<file path="src/rtl/sci_pkg.sv">
package sci_pkg;
  typedef enum logic [1:0] {
    REG_DATA = 2'd0,
    REG_CTRL = 2'd1,
    REG_STAT = 2'd2
  } reg_sel_e;

  typedef enum logic [1:0] {
    RX_IDLE,
    RX_START,
    RX_DATA,
    RX_STOP
  } rx_state_e;
endpackage

</file>
<file path="src/rtl/sci_tx.sv">
module sci_tx #(
  parameter int unsigned DATA_W = 8,
  parameter int unsigned OVS    = 16
) (
  input  logic              clk_i,
  input  logic              rst_ni,
  input  logic              tick_i,
  input  logic              load_i,
  input  logic [DATA_W+1:0] frame_i,
  output logic              tdre_o,
  output logic              busy_o,
  output logic              txd_o
);
  localparam int unsigned FRAME_W = DATA_W + 2;
  localparam int unsigned TCW     = $clog2(OVS);
  localparam int unsigned BCW     = $clog2(FRAME_W);

  logic [FRAME_W-1:0] hold_q, shift_q;
  logic               full_q, busy_q;
  logic [TCW-1:0]     tcnt_q;
  logic [BCW-1:0]     bcnt_q;

  always_ff @(posedge clk_i or negedge rst_ni) begin
    if (!rst_ni) begin
      hold_q  <= '0;
      shift_q <= '1;
      full_q  <= 1'b0;
      busy_q  <= 1'b0;
      tcnt_q  <= '0;
      bcnt_q  <= '0;
    end else begin
      if (load_i && !full_q) begin
        hold_q <= frame_i;
        full_q <= 1'b1;
      end
      if (tick_i) begin
        if (!busy_q) begin
          if (full_q) begin
            shift_q <= hold_q;
            full_q  <= 1'b0;
            busy_q  <= 1'b1;
            tcnt_q  <= '0;
            bcnt_q  <= '0;
          end
        end else if (tcnt_q == TCW'(OVS - 1)) begin
          tcnt_q <= '0;
          if (bcnt_q == BCW'(FRAME_W - 1)) begin
            // chain the waiting frame straight after the stop bit
            if (full_q) begin
              shift_q <= hold_q;
              full_q  <= 1'b0;
              bcnt_q  <= '0;
            end else begin
              busy_q <= 1'b0;
            end
          end else begin
            shift_q <= {1'b1, shift_q[FRAME_W-1:1]};
            bcnt_q  <= bcnt_q + 1'b1;
          end
        end else begin
          tcnt_q <= tcnt_q + 1'b1;
        end
      end
    end
  end

  assign tdre_o = !full_q;
  assign busy_o = busy_q;
  assign txd_o  = busy_q ? shift_q[0] : 1'b1;

  AST_TDRE_DROPS_ON_LOAD: assert property (@(posedge clk_i) disable iff (!rst_ni) (load_i && tdre_o) |=> !tdre_o);
  AST_LINE_HOLDS_BETWEEN_TICKS: assert property (@(posedge clk_i) disable iff (!rst_ni) (busy_o && !tick_i) |=> $stable(txd_o));
endmodule

</file>
<file path="src/rtl/sci_rx.sv">
module sci_rx import sci_pkg::*; #(
  parameter int unsigned DATA_W = 8,
  parameter int unsigned OVS    = 16
) (
  input  logic              clk_i,
  input  logic              rst_ni,
  input  logic              tick_i,
  input  logic              rxd_i,
  input  logic              standby_set_i,
  output logic [DATA_W-1:0] data_o,
  output logic              done_o,
  output logic              fe_o,
  output logic              standby_o
);
  localparam int unsigned FRAME_W    = DATA_W + 2;
  localparam int unsigned TCW        = $clog2(OVS);
  localparam int unsigned BCW        = $clog2(DATA_W);
  localparam int unsigned MID        = OVS / 2;
  localparam int unsigned IDLE_TICKS = FRAME_W * OVS;
  localparam int unsigned ICW        = $clog2(IDLE_TICKS + 1);
  localparam logic [TCW-1:0] D_LO     = TCW'(MID - 1);
  localparam logic [TCW-1:0] D_HI     = TCW'(MID + 1);
  localparam logic [TCW-1:0] S_LO     = TCW'(MID - 3);
  localparam logic [TCW-1:0] S_HI     = TCW'(MID + 3);
  localparam logic [TCW-1:0] LATE_HI  = TCW'(MID / 2 - 1);
  localparam logic [TCW-1:0] EARLY_LO = TCW'(OVS - MID / 2);
  localparam logic [TCW-1:0] PH_LAST  = TCW'(OVS - 1);

  rx_state_e         state_q;
  logic              s1_q, s2_q, prev_q;
  logic [TCW-1:0]    ph_q;
  logic [BCW-1:0]    bidx_q;
  logic [2:0]        ones_q;
  logic [DATA_W-1:0] shreg_q, data_q;
  logic              done_q, fe_q, standby_q;
  logic [ICW-1:0]    idle_q;

  logic           fall, wide, in_win, bit_val, late_edge, early_edge;
  logic [TCW-1:0] win_lo, win_hi;
  logic [2:0]     ones_nx;

  always_comb begin
    fall       = prev_q && !s2_q;
    wide       = (state_q == RX_START) || (state_q == RX_STOP);
    win_lo     = wide ? S_LO : D_LO;
    win_hi     = wide ? S_HI : D_HI;
    in_win     = (ph_q >= win_lo) && (ph_q <= win_hi);
    ones_nx    = ones_q + 3'(s2_q);
    bit_val    = wide ? (ones_nx >= 3'd4) : (ones_nx >= 3'd2);
    late_edge  = fall && (ph_q != '0) && (ph_q <= LATE_HI);
    early_edge = fall && (ph_q >= EARLY_LO);
  end

  always_ff @(posedge clk_i or negedge rst_ni) begin
    if (!rst_ni) begin
      state_q   <= RX_IDLE;
      s1_q      <= 1'b1;
      s2_q      <= 1'b1;
      prev_q    <= 1'b1;
      ph_q      <= '0;
      bidx_q    <= '0;
      ones_q    <= '0;
      shreg_q   <= '0;
      data_q    <= '0;
      done_q    <= 1'b0;
      fe_q      <= 1'b0;
      standby_q <= 1'b0;
      idle_q    <= '0;
    end else begin
      s1_q   <= rxd_i;
      s2_q   <= s1_q;
      done_q <= 1'b0;
      if (tick_i) begin
        prev_q <= s2_q;
        if (!s2_q) idle_q <= '0;
        else if (idle_q != ICW'(IDLE_TICKS)) idle_q <= idle_q + 1'b1;
        if (standby_q && s2_q && idle_q == ICW'(IDLE_TICKS - 1)) standby_q <= 1'b0;

        if (state_q == RX_IDLE) begin
          if (fall) begin
            state_q <= RX_START;
            ph_q    <= TCW'(1);
            ones_q  <= '0;
          end
        end else if (late_edge) begin
          // edge arrived late: restart the current bit here
          ph_q   <= TCW'(1);
          ones_q <= '0;
        end else if (early_edge || ph_q == PH_LAST) begin
          // boundary reached (early edge or end of count): next bit
          ph_q   <= early_edge ? TCW'(1) : '0;
          ones_q <= '0;
          if (state_q == RX_START) begin
            state_q <= RX_DATA;
            bidx_q  <= '0;
          end else if (state_q == RX_DATA) begin
            if (bidx_q == BCW'(DATA_W - 1)) state_q <= RX_STOP;
            else bidx_q <= bidx_q + 1'b1;
          end
        end else begin
          ph_q <= ph_q + 1'b1;
          if (in_win) ones_q <= ones_nx;
          if (ph_q == win_hi) begin
            unique case (state_q)
              RX_START: if (bit_val) state_q <= RX_IDLE;
              RX_DATA:  shreg_q <= {bit_val, shreg_q[DATA_W-1:1]};
              RX_STOP: begin
                data_q  <= shreg_q;
                fe_q    <= !bit_val;
                done_q  <= !standby_q;
                state_q <= RX_IDLE;
              end
              default: ;
            endcase
          end
        end
      end
      if (standby_set_i) begin
        standby_q <= 1'b1;
        idle_q    <= '0;
      end
    end
  end

  assign data_o    = data_q;
  assign done_o    = done_q;
  assign fe_o      = fe_q;
  assign standby_o = standby_q;

  AST_STANDBY_NEEDS_HIGH_LINE: assert property (@(posedge clk_i) disable iff (!rst_ni) (standby_o && !s2_q) |=> standby_o);
  AST_DONE_IS_PULSE: assert property (@(posedge clk_i) disable iff (!rst_ni) done_o |=> !done_o);
endmodule

</file>
<file path="src/rtl/sci_uart.sv">
module sci_uart import sci_pkg::*; #(
  parameter int unsigned DATA_W = 8,
  parameter int unsigned OVS    = 16
) (
  input  logic              clk_i,
  input  logic              rst_ni,
  input  logic              tick_i,
  input  logic [1:0]        addr_i,
  input  logic              wr_i,
  input  logic              rd_i,
  input  logic [DATA_W-1:0] wdata_i,
  output logic [DATA_W-1:0] rdata_o,
  output logic              txd_o,
  input  logic              rxd_i
);
  localparam int unsigned FRAME_W = DATA_W + 2;

  logic               tx_load, tdre, tx_busy, standby_set, rd_clr;
  logic [FRAME_W-1:0] tx_frame;
  logic [DATA_W-1:0]  rx_data, rbuf_q;
  logic               rx_done, rx_fe, standby;
  logic               rdrf_q, ovr_q, fe_q;

  always_comb begin
    tx_load  = 1'b0;
    tx_frame = {1'b1, wdata_i, 1'b0};
    if (wr_i) begin
      if (addr_i == REG_DATA) begin
        tx_load = 1'b1;
      end else if (addr_i == REG_CTRL) begin
        if (wdata_i[2]) begin
          tx_load  = 1'b1;
          tx_frame = '0;
        end else if (wdata_i[1]) begin
          tx_load  = 1'b1;
          tx_frame = '1;
        end
      end
    end
  end

  assign standby_set = wr_i && (addr_i == REG_CTRL) && wdata_i[0];
  assign rd_clr      = rd_i && (addr_i == REG_DATA);

  sci_tx #(.DATA_W(DATA_W), .OVS(OVS)) u_tx (
    .clk_i, .rst_ni, .tick_i,
    .load_i (tx_load),
    .frame_i(tx_frame),
    .tdre_o (tdre),
    .busy_o (tx_busy),
    .txd_o
  );

  sci_rx #(.DATA_W(DATA_W), .OVS(OVS)) u_rx (
    .clk_i, .rst_ni, .tick_i, .rxd_i,
    .standby_set_i(standby_set),
    .data_o       (rx_data),
    .done_o       (rx_done),
    .fe_o         (rx_fe),
    .standby_o    (standby)
  );

  always_ff @(posedge clk_i or negedge rst_ni) begin
    if (!rst_ni) begin
      rbuf_q <= '0;
      rdrf_q <= 1'b0;
      ovr_q  <= 1'b0;
      fe_q   <= 1'b0;
    end else begin
      if (rd_clr) begin
        rdrf_q <= 1'b0;
        ovr_q  <= 1'b0;
        fe_q   <= 1'b0;
      end
      if (rx_done) begin
        if (rdrf_q && !rd_clr) begin
          ovr_q <= 1'b1;
        end else begin
          rbuf_q <= rx_data;
          rdrf_q <= 1'b1;
          fe_q   <= rx_fe;
        end
      end
    end
  end

  always_comb begin
    unique case (addr_i)
      REG_DATA: rdata_o = rbuf_q;
      REG_STAT: rdata_o = {{(DATA_W-6){1'b0}}, tx_busy, standby, fe_q, ovr_q, rdrf_q, tdre};
      default:  rdata_o = '0;
    endcase
  end

  AST_OVR_ONLY_WITH_RDRF: assert property (@(posedge clk_i) disable iff (!rst_ni) $rose(ovr_q) |-> rdrf_q);
  AST_READ_EMPTIES_BUFFER: assert property (@(posedge clk_i) disable iff (!rst_ni) (rd_clr && !rx_done) |=> !rdrf_q);
endmodule

</file>
<file path="config.mk">
export PLATFORM = sky130hd
export DESIGN_NAME = sci_uart
export DESIGN_NICKNAME = d
export VERILOG_FILES = /design/src/rtl/sci_pkg.sv /design/src/rtl/sci_tx.sv /design/src/rtl/sci_rx.sv /design/src/rtl/sci_uart.sv
export SDC_FILE = /design/constraint.sdc
export NUM_CORES = 1
export LEC_CHECK = 0
export BUFFER_PORTS_ARGS = -buffer_cell sky130_fd_sc_hd__buf_2
export CAP_MARGIN = 25
export CORE_MARGIN = 2
export CORE_UTILIZATION = 30
export DETAILED_ROUTE_END_ITERATION = 6
export PLACE_DENSITY_LB_ADDON = 0.3
export SLEW_MARGIN = 20
export SYNTH_ARGS = -nofsm -noshare
export SYNTH_HDL_FRONTEND = slang
export SYNTH_SLANG_ARGS = --single-unit
</file>
<file path="constraint.sdc">
create_clock -name clk_i -period 2.9 [get_ports clk_i]
set_clock_uncertainty 0.1 [all_clocks]
set_input_delay 0.435 -clock clk_i [delete_from_list [all_inputs] [get_ports clk_i]]
set_output_delay 0.435 -clock clk_i [all_outputs]
set_load 0.02 [all_outputs]
</file>
# Word-level counts from Yosys, hierarchy flattened
# Index checks and enable logic that the tools add are counted.
[word_totals]
regBits = 83
input_bits = 16
out_inout_bits = 9
elab_cells = 180
[classes]
addsub = 6
magnitude_cmp = 6
n_eq_ne = 20
n_mux = 81
bitwise = 4
reduce_logical = 40
[ops]
columns = ["cell", "count"]
rows = [
  ["10-bit 2-to-1 mux", 8],
  ["4-bit 2-to-1 mux", 11],
  ["1-bit 2-to-1 mux", 36],
  ["8-bit 2-to-1 mux", 4],
  ["3-bit 2-to-1 mux", 8],
  ["2-bit 2-to-1 mux", 11],
  ["6-bit AND reduction", 3],
  ["8-bit case mux with 2 select lines", 1],
  ["4-bit by 1-bit adder with 4-bit output (second input constant)", 3],
  ["4-bit == test (second input constant)", 3],
  ["1-bit logical AND", 12],
  ["2-bit AND reduction", 6],
  ["4-bit nonzero test", 3],
  ["9-bit 2-to-1 mux", 1],
  ["8-bit by 1-bit adder with 8-bit output (second input constant)", 1],
  ["8-bit == test (second input constant)", 1],
  ["4-bit by 2-bit != test with 1-bit output (second input constant)", 2],
  ["8-bit != test (second input constant)", 1],
  ["8-bit AND reduction", 1],
  ["2-bit nonzero test", 4],
  ["2-bit == test (second input constant)", 3],
  ["1-bit logical NOT", 5],
  ["2-bit by 1-bit == test with 1-bit output (second input constant)", 2],
  ["4-bit == test", 1],
  ["19 further kinds", 26],
]

# Logic depth before layout (Yosys ltp)
[logic_depth]
depth_word = 12
mapped_depth = 11
ltp_nobuf = 10

# Modules after synthesis
# Synthesis repeated with hierarchy kept, for this count alone.
[unflattened]
cells_unflattened = 377
area_unflattened_um2 = 4453.0
[modules_own_cells]
columns = ["module", "instances", "cells_per_inst", "area_per_inst_um2", "seq_area_each_um2"]
rows = [
  ["sci_rx", 1, 197, 2234.6, 1054.8],
  ["sci_tx", 1, 120, 1527.7, 763.2],
  ["sci_uart", 1, 60, 690.7, 275.3],
]

# Worst setup path after synthesis
# No wires, ideal clock.
[synth_timing]
kind = "register to register"
startpoint = "reg u_rx.state_q[1]"
endpoint = "reg u_rx.data_q[1], in the netlist u_rx.data_o[1]"
setup_ns = 0.125
arrival_time_ns = 2.229
required_ns = 2.675
path_slack_ns = 0.446
stages_incl_launch_ff = 11
n_path_buf = 1
synth_period_minus_slack_ns = 2.454
cell_sequence = "dfrtp_1 inv_1 ha_1 nor2_1 inv_1 ha_1 or2b_1 nor2_2 and4_4 buf_12 mux2_4"
[synth_between]
elab_chain_len = 5
elab_cells_between_ends = 8
classes_between = "eq/ne (3); mux (1); bitwise (1); reduce/logical (3)"
[synth_rtl]
columns = ["element", "line_no", "text"]
rows = [
  ["from (decl)", "sci_rx.sv:29", "rx_state_e state_q;"],
  ["from (signal assigned)", "sci_rx.sv:56", "state_q <= RX_IDLE;"],
  ["from (signal assigned)", "sci_rx.sv:81", "state_q <= RX_START;"],
  ["from (signal assigned)", "sci_rx.sv:94", "state_q <= RX_DATA;"],
  ["2-bit by 1-bit == test with 1-bit output or 2-bit == test (tied branches)", "sci_rx.sv:44, sci_rx.sv:104", ""],
  ["1-bit logical OR", "sci_rx.sv:44", "wide = (state_q == RX_START) || (state_q == RX_STOP);"],
  ["2-bit 2-to-1 mux", "sci_rx.sv:46", "win_hi = wide ? S_HI : D_HI;"],
  ["4-bit == test", "sci_rx.sv:103", "if (ph_q == win_hi) begin"],
  ["6-bit AND reduction (no line) *", "--", ""],
  ["to (signal assigned)", "sci_rx.sv:108", "data_q <= shreg_q;"],
  ["to (decl)", "sci_rx.sv:34", "logic [DATA_W-1:0] shreg_q, data_q;"],
]
# Every way passes the cells marked *; elsewhere a longest branch is shown, timed or not.
# A chain may end at the register's enable or synchronous reset.

# Final worst setup path
[layout_timing]
startpoint = "reg u_rx.state_q[1]"
endpoint = "reg u_rx.data_q[0], in the netlist u_rx.data_o[0]"
# Same word-level chain as after synthesis.

==> flow_metrics.env <==
export IMPL_fmax_ghz=0.370
export IMPL_critPathKind="reg -> reg"
export IMPL_number_of_antenna_violations_at_the_first_check_in_global_routing=0
export IMPL_vdd_ir_drop_worst_mv=0.362
export IMPL_initialDrtViolationCount=204
export IMPL_synthFlopType="sky130_fd_sc_hd__dfrtp_1"
export IMPL_grt_start_max_net_pins=44
export IMPL_run_status="finished with violations"
export IMPL_yosys_area_top_type="sky130_fd_sc_hd__dfrtp_1"
export IMPL_finalCritPeriodShare=0.932
export IMPL_ys_types=59
export IMPL_initial_core_util=0.306
export IMPL_via_count_normalized_by_instance_count=4.85
export IMPL_smallest_hold_slack_ps=-12.0
export IMPL_rows=43
export IMPL_clk_pin_slew_worst_paths_ps=60
export IMPL_dpl_hpwl_um=6090
export IMPL_antenna_left=0
export IMPL_post_dp_cell_area_mm2=0.00450
export IMPL_finalMaxSlewViolations=0
export IMPL_wirelength_um=8580
export IMPL_yosysWarningCount=0
export IMPL_placed_cells_incl_taps=589
export IMPL_timing_critical_path_buf_inv=2
export IMPL_final_design_area_no_fill_mm2=0.00488
export IMPL_post_synth_inst_count=393
export IMPL_synth_ff_latch_count=83
export IMPL_final_critical_delay_including_setup_and_external_delays_ps=2700
export IMPL_cts_buffers_inserted=9
export IMPL_worstHoldPathType="in -> async"
export IMPL_pwr_density_cell_mw_per_mm2=831
export IMPL_fp_dieW_um=122
export IMPL_worst_endpoint_arrival_ps=2830
export IMPL_cts_tree="built"
export IMPL_syn_area_per_cell_um2=10.7
export IMPL_critical_path_max_fanout=11
export IMPL_remaining_drc_errors=0
export IMPL_violations="hold timing"
export IMPL_first_pass_iters=4
export IMPL_path_cells="inv_1 > ha_1 > nor2_1 > inv_1 > ha_1 > or2b_1 > nor2_2 > and4_4 > mux2_2"
export IMPL_global_route_overflow_total=0
export IMPL_area_growth_synth_to_final_pct=15.9
export IMPL_fin_nets=454
export IMPL_clkLatencyLatePin_ps=340
export IMPL_cts_root_buf="sky130_fd_sc_hd__clkbuf_16"
export IMPL_cts_num_sinks=83
export IMPL_gp_congestion=0.826
export IMPL_number_of_buffers_between_clock_root_and_the_deepest_sink=2
export IMPL_layout_cells_non_filler=605
export IMPL_number_of_i_o_port_buffers=24
export IMPL_diodes=0
export IMPL_ys_seq_area_frac=0.497
export IMPL_core_region_area_mm2=0.0138
export IMPL_critical_path_endpoint_type="flip-flop"
export IMPL_critical_path_max_stage_delay_ps=400
export IMPL_global_route_usage_total=0.124
export IMPL_rsz0062_at_grt="no"
export IMPL_synthesis_area_mm2=0.00421
export IMPL_critPathLaunchType="flip-flop"
export IMPL_pin_count=25
export IMPL_timing_slew_headroom=0.551
export IMPL_netlist_area_leader_share=0.416
export IMPL_timing_hold_violations_final=24
export IMPL_synth_top_cells_by_area="sky130_fd_sc_hd__dfrtp_1 42%, sky130_fd_sc_hd__dfstp_2 8.1%, sky130_fd_sc_hd__ha_1 5.3%"
export IMPL_global_route_wire_length_before_repair_um=14600
export IMPL_power_leakage_nw=2.30
export IMPL_routedWlPerCell_um=14.2
export IMPL_first_global_vias=3032
export IMPL_setup_tns_ps=0
export IMPL_report_power_total_mw=4.05
export IMPL_dieArea_mm2=0.0150
export IMPL_critical_path_slowest_cell="sky130_fd_sc_hd__dfrtp_1"
export IMPL_setup_viol=0
export IMPL_fp_dieH_um=122
export IMPL_vias=2935
export IMPL_worst_pin_slew_ps=666
export IMPL_async_flop_share=1.00
export IMPL_crit_required_ps=3020
export IMPL_htreeDepth=3
export IMPL_layout_drive_gt1_share=0.233
export IMPL_drv_max_cap_violation_count=0
export IMPL_worst_path_dominant_cell_family="simple AND/OR/NAND/NOR gates"
export IMPL_number_of_enable_type_register_cells_in_the_synthesized_netlist=0
export IMPL_cts_hold_repair_buffers=0
export IMPL_total_nets_after_synthesis=427
layout by cell type, fill, tap and decap left out, types with 9 or more instances in the layout:
cell and instances:
sky130_fd_sc_hd__buf_2 23, sky130_fd_sc_hd__a21oi_1 36, sky130_fd_sc_hd__mux2_2 18, sky130_fd_sc_hd__o21ai_0 22, sky130_fd_sc_hd__mux2_4 9, sky130_fd_sc_hd__dfrtp_1 70
sky130_fd_sc_hd__dfstp_2 13, sky130_fd_sc_hd__mux2i_1 9, sky130_fd_sc_hd__nor2_1 38, sky130_fd_sc_hd__nand2_1 22, sky130_fd_sc_hd__ha_1 18, sky130_fd_sc_hd__inv_1 19
sky130_fd_sc_hd__clkbuf_16 9, sky130_fd_sc_hd__o22ai_1 12, sky130_fd_sc_hd__nand3_1 12
timing repair:
action	in CTS	in global routing
resized for setup	0	2
setup endpoints to repair	0	7
buffers inserted	0	0
cell type report:
type | instances | area, um^2
Inverter | 20 | 75.1
Timing Repair Buffer | 29 | 160
Sequential cell | 83 | 2090
Clock buffer | 12 | 256
Multi-Input combinational cell | 277 | 1950
Clock inverter | 4 | 120
Tap cell | 180 | 225
Fill cell | 1393 | 8890
path summary, 6_finish.rpt:
check	slack, ps	end	depth (start not counted)	from
setup / recovery	200	u_rx.data_o[0]	9	u_rx.state_q[1]
hold / removal	-10	ovr_q	1	rst_ni
max in group asynchronous	2020	u_tx.shift_q[9]	2	rst_ni
hold reg to reg	260	u_rx.s2_q	0	u_rx.s1_q
setup reg to reg	200	u_rx.data_o[0]	9	u_rx.state_q[1]
min in group clk_i	100	u_rx.s1_q	1	rxd_i
through the flow:
stage	util	hold WS, ps	setup WS [ps]
after floorplan	-	39.4	446
after global placement	0.327	247	206
after detailed placement	0.327	248	107
after CTS	0.354	14.9	76.4
after global routing	0.354	31.9	29.0
final	0.354	-12.0	196
logic make-up (layout without fill, tap and decap cells):
| group | count (synthesis) | count (layout) | synth area share |
|---|---|---|---|
| compound gates | 100 | 100 | 0.149 |
| xor+xnor | 4 | 4 | 0.00832 |
| fa+ha+maj | 18 | 18 | 0.0535 |
| buf+inv | 33 | 65 | 0.0407 |
| flops | 83 | 83 | 0.497 |
| mux | 36 | 36 | 0.102 |
| simple gates | 119 | 119 | 0.150 |
where the power goes:
part / leakage (nW) / internal [mW] / switching [mW]
logic: 1.08 / 0.396 / 0.545
clock network: 0.183 / 0.976 / 0.452
registers: 1.05 / 1.45 / 0.233
total: 2.30 / 2.82 / 1.23
cell usage after synthesis, types with 12 or more instances:
library cell and number:
sky130_fd_sc_hd__a21oi_1 36, sky130_fd_sc_hd__dfrtp_1 70, sky130_fd_sc_hd__dfstp_2 13, sky130_fd_sc_hd__ha_1 18
sky130_fd_sc_hd__inv_1 19, sky130_fd_sc_hd__mux2_2 18, sky130_fd_sc_hd__nand2_1 22, sky130_fd_sc_hd__nand3_1 12
sky130_fd_sc_hd__nor2_1 38, sky130_fd_sc_hd__o21ai_0 22, sky130_fd_sc_hd__o22ai_1 12
registers in the layout, summed over array words and instances, names as in the netlist, 2 cells and up:
register,cells
u_rx.bidx_q,3
u_rx.idle_q,8
u_rx.ones_q,3
u_tx.tcnt_q,4
u_tx.hold_q,10
u_rx.ph_q,4
u_rx.shreg_q,8
u_rx.state_q,2
u_tx.bcnt_q,4
rbuf_q,8
u_rx.data_o,8
u_tx.shift_q,10
per-layer routing:
metal	track usage	vias up	part of all wire
met5	0	-	0
met4	0.0481	0	0.013
met3	0.0270	11	0.027
met2	0.201	26	0.47
met1	0.162	1440	0.49
li1	-	1458	-
(Power assumes the default switching activity.)
